==> src/rtl/irqv_pkg.sv <==
package irqv_pkg;

    typedef enum logic [1:0] {
        ST_IDLE = 2'd0,
        ST_VEC  = 2'd1,
        ST_RST  = 2'd2
    } irqv_state_e;

    function automatic logic [1:0] push_byte_count(input int pc_bits);
        return (pc_bits > 16) ? 2'd3 : 2'd2;
    endfunction

endpackage

==> src/rtl/irqv_pending.sv <==
module irqv_pending #(
    parameter int NUM_SRC = 16
) (
    input  logic               clk,
    input  logic               rst_n,
    input  logic [NUM_SRC-1:0] raise_i,
    input  logic [NUM_SRC-1:0] clear_i,
    input  logic [NUM_SRC-1:0] svc_i,
    input  logic               flush_i,
    output logic [NUM_SRC-1:0] pend_o
);

    logic [NUM_SRC-1:0] pend_q;

    always_ff @(posedge clk or negedge rst_n) begin
        if (!rst_n) begin
            pend_q <= '0;
        end else if (flush_i) begin
            pend_q <= '0;
        end else begin
            pend_q <= (pend_q & ~(clear_i | svc_i)) | raise_i;
        end
    end

    assign pend_o = pend_q;

    generate
        for (genvar k = 0; k < NUM_SRC; k++) begin : g_chk
            // a raise without flush leaves the bit set
            a_r1_raise_sticks: assert property (@(posedge clk) disable iff (!rst_n)
                (raise_i[k] && !flush_i) |=> pend_q[k]);
            // bit without raise, clear or service holds its value
            a_r1_hold: assert property (@(posedge clk) disable iff (!rst_n)
                (pend_q[k] && !raise_i[k] && !clear_i[k] && !svc_i[k] && !flush_i) |=> pend_q[k]);
        end
    endgenerate

    // a reset decision empties the pending set
    a_r5_flush_clears: assert property (@(posedge clk) disable iff (!rst_n)
        flush_i |=> (pend_q == '0));

endmodule

==> src/rtl/irqv_select.sv <==
module irqv_select #(
    parameter int NUM_SRC = 16,
    parameter int SLP_W   = 4,
    localparam int IDX_W  = $clog2(NUM_SRC)
) (
    input  logic                     clk,
    input  logic                     rst_n,
    input  logic [NUM_SRC-1:0]       pend_i,
    input  logic                     asleep_i,
    input  logic [SLP_W-1:0]         sleep_mode_i,
    input  logic [NUM_SRC*SLP_W-1:0] wake_mask_i,
    output logic                     sel_valid_o,
    output logic [IDX_W-1:0]         sel_idx_o
);

    logic [NUM_SRC-1:0] qual;

    generate
        for (genvar k = 0; k < NUM_SRC; k++) begin : g_qual
            assign qual[k] = pend_i[k] &
                (!asleep_i || (|(wake_mask_i[k*SLP_W +: SLP_W] & sleep_mode_i)));
        end
    endgenerate

    always_comb begin
        sel_valid_o = 1'b0;
        sel_idx_o   = '0;
        for (int k = NUM_SRC - 1; k >= 0; k--) begin
            if (qual[k]) begin
                sel_valid_o = 1'b1;
                sel_idx_o   = IDX_W'(k);
            end
        end
    end

    // an asleep selection must share a bit with the sleep mode
    a_r4_wake_match: assert property (@(posedge clk) disable iff (!rst_n)
        (sel_valid_o && asleep_i) |->
            (|(wake_mask_i[sel_idx_o*SLP_W +: SLP_W] & sleep_mode_i)));
    // the selected source is pending
    a_r2_sel_pending: assert property (@(posedge clk) disable iff (!rst_n)
        sel_valid_o |-> pend_i[sel_idx_o]);

endmodule

==> src/rtl/irqv_target.sv <==
module irqv_target #(
    parameter int NUM_SRC    = 16,
    parameter int PC_W       = 16,
    parameter int PROG_WORDS = 4096,
    parameter int VEC_STRIDE = 2,
    localparam int IDX_W     = $clog2(NUM_SRC)
) (
    input  logic [IDX_W-1:0] idx_i,
    input  logic [PC_W-1:0]  tbl_off_i,
    output logic [PC_W-1:0]  target_o
);

    logic [31:0] raw_sum;

    always_comb begin
        raw_sum  = 32'(tbl_off_i) + 32'(idx_i) * 32'(VEC_STRIDE);
        target_o = PC_W'(raw_sum % 32'(PROG_WORDS));
    end

endmodule

==> src/rtl/irq_vector_ctrl.sv <==
module irq_vector_ctrl
    import irqv_pkg::*;
#(
    parameter int NUM_SRC    = 16,
    parameter int SLP_W      = 4,
    parameter int PC_W       = 16,
    parameter int PROG_WORDS = 4096,
    localparam int IDX_W     = $clog2(NUM_SRC)
) (
    input  logic                     clk,
    input  logic                     rst_n,
    input  logic [NUM_SRC-1:0]       raise_i,
    input  logic [NUM_SRC-1:0]       clear_i,
    input  logic                     gie_i,
    input  logic                     asleep_i,
    input  logic [SLP_W-1:0]         sleep_mode_i,
    input  logic [NUM_SRC*SLP_W-1:0] wake_mask_i,
    input  logic [PC_W-1:0]          tbl_off_i,
    input  logic [PC_W-1:0]          pc_i,
    input  logic                     last_reti_i,
    input  logic                     boundary_i,
    output logic                     push_o,
    output logic [1:0]               push_bytes_o,
    output logic [PC_W-1:0]          push_pc_o,
    output logic                     clr_gie_o,
    output logic                     pc_load_o,
    output logic [PC_W-1:0]          pc_new_o,
    output logic                     core_rst_o
);

    localparam logic [1:0] PUSH_BYTES = push_byte_count(PC_W);

    irqv_state_e        state_q, state_d;
    logic [NUM_SRC-1:0] pend;
    logic [NUM_SRC-1:0] svc;
    logic               sel_valid;
    logic [IDX_W-1:0]   sel_idx;
    logic [PC_W-1:0]    target;
    logic [PC_W-1:0]    tgt_q;
    logic [PC_W-1:0]    save_pc_q;
    logic               take, go_rst, go_vec;

    irqv_pending #(.NUM_SRC(NUM_SRC)) u_pend (
        .clk     (clk),
        .rst_n   (rst_n),
        .raise_i (raise_i),
        .clear_i (clear_i),
        .svc_i   (svc),
        .flush_i (go_rst),
        .pend_o  (pend)
    );

    irqv_select #(.NUM_SRC(NUM_SRC), .SLP_W(SLP_W)) u_sel (
        .clk          (clk),
        .rst_n        (rst_n),
        .pend_i       (pend),
        .asleep_i     (asleep_i),
        .sleep_mode_i (sleep_mode_i),
        .wake_mask_i  (wake_mask_i),
        .sel_valid_o  (sel_valid),
        .sel_idx_o    (sel_idx)
    );

    irqv_target #(.NUM_SRC(NUM_SRC), .PC_W(PC_W), .PROG_WORDS(PROG_WORDS),
                  .VEC_STRIDE(2)) u_tgt (
        .idx_i     (sel_idx),
        .tbl_off_i (tbl_off_i),
        .target_o  (target)
    );

    assign take   = boundary_i && !last_reti_i && sel_valid;
    assign go_rst = take && (sel_idx == '0);
    assign go_vec = take && (sel_idx != '0) && gie_i;

    always_comb begin
        svc = '0;
        if (go_vec) svc[sel_idx] = 1'b1;
    end

    always_comb begin
        if (go_rst)      state_d = ST_RST;
        else if (go_vec) state_d = ST_VEC;
        else             state_d = ST_IDLE;
    end

    always_ff @(posedge clk or negedge rst_n) begin
        if (!rst_n) begin
            state_q   <= ST_IDLE;
            tgt_q     <= '0;
            save_pc_q <= '0;
        end else begin
            state_q <= state_d;
            if (go_vec) begin
                tgt_q     <= target;
                save_pc_q <= pc_i;
            end
        end
    end

    always_comb begin
        push_o       = 1'b0;
        push_bytes_o = 2'd0;
        push_pc_o    = '0;
        clr_gie_o    = 1'b0;
        pc_load_o    = 1'b0;
        pc_new_o     = '0;
        core_rst_o   = 1'b0;
        unique case (state_q)
            ST_IDLE: ;
            ST_VEC: begin
                push_o       = 1'b1;
                push_bytes_o = PUSH_BYTES;
                push_pc_o    = save_pc_q;
                clr_gie_o    = 1'b1;
                pc_load_o    = 1'b1;
                pc_new_o     = tgt_q;
            end
            ST_RST: begin
                core_rst_o = 1'b1;
                pc_load_o  = 1'b1;
            end
            default: ;
        endcase
    end

    // reset strobe loads zero and never pushes
    a_r5_reset_no_push: assert property (@(posedge clk) disable iff (!rst_n)
        core_rst_o |-> (!push_o && !clr_gie_o && pc_load_o && pc_new_o == '0));
    // a push follows a boundary that saw the enable set
    a_r6_push_needs_gie: assert property (@(posedge clk) disable iff (!rst_n)
        push_o |-> ($past(gie_i) && $past(boundary_i)));
    // a boundary right after a return takes nothing
    a_r8_reti_holdoff: assert property (@(posedge clk) disable iff (!rst_n)
        (boundary_i && last_reti_i) |=> (!push_o && !core_rst_o && !pc_load_o));
    // load target inside program space
    a_r9_target_range: assert property (@(posedge clk) disable iff (!rst_n)
        pc_load_o |-> (32'(pc_new_o) < 32'(PROG_WORDS)));
    // no boundary, no strobe in the next cycle
    a_r10_quiet: assert property (@(posedge clk) disable iff (!rst_n)
        !boundary_i |=> (!pc_load_o && !push_o && !core_rst_o));

endmodule

==> config.mk <==
export PLATFORM = sky130hd
export DESIGN_NAME = irq_vector_ctrl
export DESIGN_NICKNAME = d
export VERILOG_FILES = /design/src/rtl/irqv_pkg.sv /design/src/rtl/irqv_pending.sv /design/src/rtl/irqv_select.sv /design/src/rtl/irqv_target.sv /design/src/rtl/irq_vector_ctrl.sv
export SDC_FILE = /design/constraint.sdc
export NUM_CORES = 1
export LEC_CHECK = 0
export BUFFER_PORTS_ARGS = -buffer_cell sky130_fd_sc_hd__buf_4
export CAP_MARGIN = 25
export CORE_UTILIZATION = 46
export DETAILED_ROUTE_END_ITERATION = 6
export HOLD_SLACK_MARGIN = 0.15
export PLACE_DENSITY = 0.81
export SYNTH_ARGS = -nofsm -noshare
export SYNTH_HDL_FRONTEND = slang
export SYNTH_SLANG_ARGS = --single-unit
==> constraint.sdc <==
create_clock -name clk -period 3.05 [get_ports clk]
set_input_delay 0.4575 -clock clk [delete_from_list [all_inputs] [get_ports clk]]
set_output_delay 0.4575 -clock clk [all_outputs]
set_load 0.03 [all_outputs]
* Word-level counts from Yosys, hierarchy flattened
Index checks and enable logic that the tools add are counted.
W data, S select, Z words.
** Cells by class
- Muxes and demuxes :: 44
- $lt $le $gt $ge :: 2
- Reductions and logical operators :: 43
- Div/mod/pow operators :: 0
- Bitwise operators :: 36
- Shift operators :: 0
- Equality and inequality tests :: 2
- $mul :: 0
- Add/sub/neg operators :: 1
** Operators by type and width (count)
- $and A4 B4 Y4 :: 16
- $mux W4 :: 16
- $reduce_or A4 Y1 :: 16
- $mux W16 :: 3
- $or A16 B16 Y16 :: 2
- $mux W1 :: 21
- $and A1 B1 Y1 :: 16
- $and A16 B16 Y16 :: 1
- $logic_or A1 B1 Y1 :: 16
- $not A16 Y16 :: 1
- $add A12 B5 Y12 :: 1
- $mux W12 :: 1
- $logic_and A1 B1 Y1 :: 6
- $lt A4 B5 Y1 const B :: 1
- $demux W1 S4 :: 1
- $ge A4 B1 Y1 const B :: 1
- $logic_not A4 Y1 :: 1
- $mux W2 :: 2
- $reduce_bool A4 Y1 :: 1
- $eq A2 B1 Y1 const B :: 1
- $eq A2 B2 Y1 const B :: 1
- $logic_not A1 Y1 :: 2
- $reduce_or A2 Y1 :: 1
** Word-level totals
- ROM bits :: 0
- Bits in registers :: 46
- Bits of input ports :: 138
- Memories :: 0
- Latch bits :: 0
- Output and inout port bits :: 38
- Bits in writable memories :: 0
- Logic and storage cells :: 132

* Logic depth before layout (Yosys ltp)
- Word-level depth :: 30
- Mapped depth :: 16

* Modules after synthesis
From an unflattened synthesis, not the netlist that was laid out.
** Unflattened totals
- Cell total of the unflattened synthesis :: 370
- Area, all modules :: 3585.9 um2
** By module, submodules not included
- irq_vector_ctrl :: instances 1, area each 1808.0 um2, cells an instance 142
- irqv_pending :: instances 1, area each 690.7 um2, cells an instance 66
- irqv_select :: instances 1, area each 688.2 um2, cells an instance 107
- irqv_target :: instances 1, area each 399.1 um2, cells an instance 55

* Least setup slack after synthesis
OpenSTA, ideal clock, no wires.
- Path type :: input to register
- Start point :: in sleep_mode_i[3]
- End point :: reg tgt_q[7]
- Data required time :: 2.963 ns
- Arrival :: 3.347 ns
- Buffers on the path :: 2
- Library setup time :: 0.087 ns
- Slack :: -0.384 ns
- Stages :: 16
- Cells stage by stage :: buf_6 buf_6 a222oi_1 a31o_2 a31oi_1 o311a_1 nor3_2 o21ai_2 a21oi_1 ha_1 ha_1 nand2_1 o31ai_4 a2111oi_2 or4_1 o211ai_1
** Between the ends
- Longest elaborated chain between the ends :: 23
- Elaborated cells between the ends (all ways) :: 101
- Those cells by class :: 1 x add/sub; 32 x mux; 32 x bitwise; 36 x reduce/logical
** RTL lines
- from (decl) :: RTL line irq_vector_ctrl.sv:16 : input logic [SLP_W-1:0] sleep_mode_i,
- branches (longest 23 deep; another with $and A4 B4 Y4)
- to (signal assigned) :: RTL line irq_vector_ctrl.sv:94 : tgt_q <= target;
- to (decl) :: RTL line irq_vector_ctrl.sv:39 : logic [PC_W-1:0] tgt_q;
Parallel ways; which one is timed is not known.
A chain may end at the register's enable or synchronous reset.

* Worst setup path in the final report
- Start point :: in sleep_mode_i[1]
- End point :: reg tgt_q[11]
The elaborated chain is that of the path after synthesis.

==> impl_metrics.ini <==
[power_and_ir_drop]
p_leak_nw = 2.735
peakVddDrop_uv = 317.3
power_density_nw_per_um2 = 381.8
p_total_mw = 2.069

[yosys]
synth_top_area_cell = dfrtp_1
ys.flop_type = dfrtp_1
synth_cell_types = 64
yosys_warnings = 0
synth.top_cell.area_share = 0.3370
async_flop_share = 1.000
avgSynthCellArea_um2 = 7.944
netlist_instances = 430
synth_seq_area_share = 0.3370
synth.area.top_cells = dfrtp_1 (34%), nand2_1 (11%), and2_1 (5.7%)
ys_ff_latch = 46
syn_area_um2 = 3416
synth_edf_count = 0

[route]
drc = 0
first_pass_iters = 7
ant_nets = 0
vias = 4150
wire_per_inst_um = 16.32
drt-total-wl_mm = 12.11
drtIter0Drc = 307
vias_per_cell = 5.593

[sta]
rsz0062_at_grt = yes
tightest_slew_ns = 0.8185
hold_viol_final = 0
finalWorstSetupSlack_ns = -0.06064
period_needed_ns = 3.111
setup_tns_ns = -0.07459
setup_viol = 3
finClkSkew_ns = 0.01150
maxSlewViolCount = 0
fmax_ghz = 0.3215
max_slew_margin = 0.4543
fin_crit_sh = 1.020

[placement]
finalWeightedCongestion = 0.9579
dp_hpwl_mm = 9.162
placedCellCount = 729
place_area_um2 = 5100
pre_cts_slack_ns = -0.3968
port_buffers = 166

[layout]
layout.cells.non_filler = 742
drive_gt1_frac = 0.4417
fin_nets = 786
final_cell_area_um2 = 5418
insertedDiodeCount = 0
areaGrowthSynthToFinish_pct = 58.61

[hold_path]
hp-class = input port to async pin

[die]
core-area_um2 = 7214
start_util = 0.4735
dieArea_um2 = 7774
die_h_um = 88.17
ioPinCount = 176
die_w_um = 88.17
std_cell_rows = 31

[global_routing]
antenna_found_initial = 0
grt_util_met2 = 0.4986
grtUsageMet1 = 0.4047
globalRouteMet3Util = 0.05749
grt_usage = 0.3019
grt-ovfl-total = 0
grt_pass1_wl_mm = 18.13
grt_max_degree = 47
grt_pass1_vias = 3782
grt_busiest_layer = met2

[clock_tree]
clock_latency_ns = 0.31
clockRootBuffer = clkbuf_8
tritoncts = done
clk_pin_slew_ns = 0.10
cts_buffer_depth = 2
cts_max_level = 2
cts_made_buffers = 5
cts.sinks = 46

[worst_setup_path]
cp_data_required_time_ns = 3.28
end_kind = register
worstSetupStartpointType = input port
cp.arrival_ns = 3.34
crit_path_max_fanout = 5
critPathKind = input port to register

[status]
status = finished, violations left
violations = negative setup slack

[run]
max_cap_violations = 0
-- layout make-up --
cell class	instances	area (um^2)
repair buffers	230	1777
clock buffers	5	68.82
flip-flops and latches	46	1151
well taps	99	123.9
clock inverters	3	48.80
multi-input cells	323	2113
fillers	517	1797
inverters	36	135.1
-- worst max-delay path, stage by stage --
cell and delay [ns]:
buf_12 0.11, a222oi_1 0.36, a31oi_1 0.21, nor4bb_1 0.40
buf_4 0.19, nand2b_4 0.12, a21oi_2 0.05, ha_1 0.32
nand2_2 0.09, o31ai_4 0.33, a211oi_4 0.10, buf_6 0.14
a221o_1 0.31, o21ai_1 0.15
-- sequential cells by signal (all words and copies together), names as in the netlist --
name / cells
save_pc_q: 16
u_pend.pend_o: 16
tgt_q: 12
state_q: 2
-- per-layer routing --
layer  share of wire  vias up  wire (um)
met3           0.068       35        821
met4           0.024        0        293
li1                -     1941          -
met2            0.49      202       5957
met1            0.42     1972       5037
met5               0        -          0
-- cells in the mapped netlist, drive strengths merged (4+ instances only) --
cell type  instances
inv               36
a31oi             19
nand3              5
ha                 6
nor3               5
o31ai              5
and2              31
o211ai             4
and3               4
nor4               5
buf               21
nand2            101
nor2              25
o21ai              5
a222oi            13
a31o               5
dfrtp             46
clkbuf             8
a211oi             7
a21oi             29
-- cells by family after synthesis --
| family | after synthesis | share of synthesized area |
|---|---|---|
| adder cells (fa/ha/maj) | 6 | 0.02198 |
| other | 1 | 0.001098 |
| buffers and inverters | 65 | 0.09084 |
| AO/OA/AOI/OAI | 114 | 0.2634 |
| AND/OR/NAND/NOR | 194 | 0.2740 |
| XOR/XNOR | 1 | 0.002565 |
| multiplexers | 3 | 0.009158 |
| flip-flops | 46 | 0.3370 |
-- cell usage in the layout (no fill, tap or decap), types with 4 or more instances in the layout --
cell type	n
buf_4	225
nand2_1	98
dfrtp_1	46
inv_1	35
and2_1	31
nor2_1	23
a21oi_1	23
a31oi_1	15
a222oi_1	13
a21oi_2	6
a31o_2	5
nand3_1	5
a211oi_1	5
conb_1	5
clkbuf_8	5
a31oi_2	4
and3_1	4
ha_1	4
-- path summary, 6_finish.rpt --
check | startpoint | to | slack, ns | cells after the start
worst max-delay path | sleep_mode_i[1] | tgt_q[11]$_DFFE_PN0P_ | -0.06 | 14
worst max register to register | u_pend.pend_o[13]$_DFF_PN0_ | tgt_q[11]$_DFFE_PN0P_ | 0.07 | 16
min in group clk | pc_i[14] | save_pc_q[14]$_DFFE_PN0P_ | 0.33 | 3
max in group asynchronous | rst_n | tgt_q[8]$_DFFE_PN0P_ | 2.50 | 1
worst min-delay path | rst_n | tgt_q[4]$_DFFE_PN0P_ | 0.14 | 1
worst min register to register | save_pc_q[15]$_DFFE_PN0P_ | save_pc_q[15]$_DFFE_PN0P_ | 0.48 | 2
-- report_power, final --
part           internal (mW)  leakage (nW)  switching (mW)
Combinational          0.392          2.12           0.403
Sequential             0.727         0.559          0.0606
Clock                  0.250        0.0563           0.236
-- per-stage QoR --
stage | hold slack [ns] | utilization
2_1_floorplan | 0.1619 | -
3_3_place_gp | 0.4498 | 0.7069
3_5_place_dp | 0.4552 | 0.7069
4_1_cts | 0.1624 | 0.7315
5_1_grt | 0.1828 | 0.7510
6_report | 0.1431 | 0.7510
-- repair_timing --
action,4_1_cts,5_1_grt
endpoints found under the hold margin,0,0
resized for setup,9,19
setup endpoints to repair,6,8
hold buffers,0,0
setup buffers,3,1
pin swaps,10,18
gates cloned,0,1
Power figures use the tool's default switching activity.
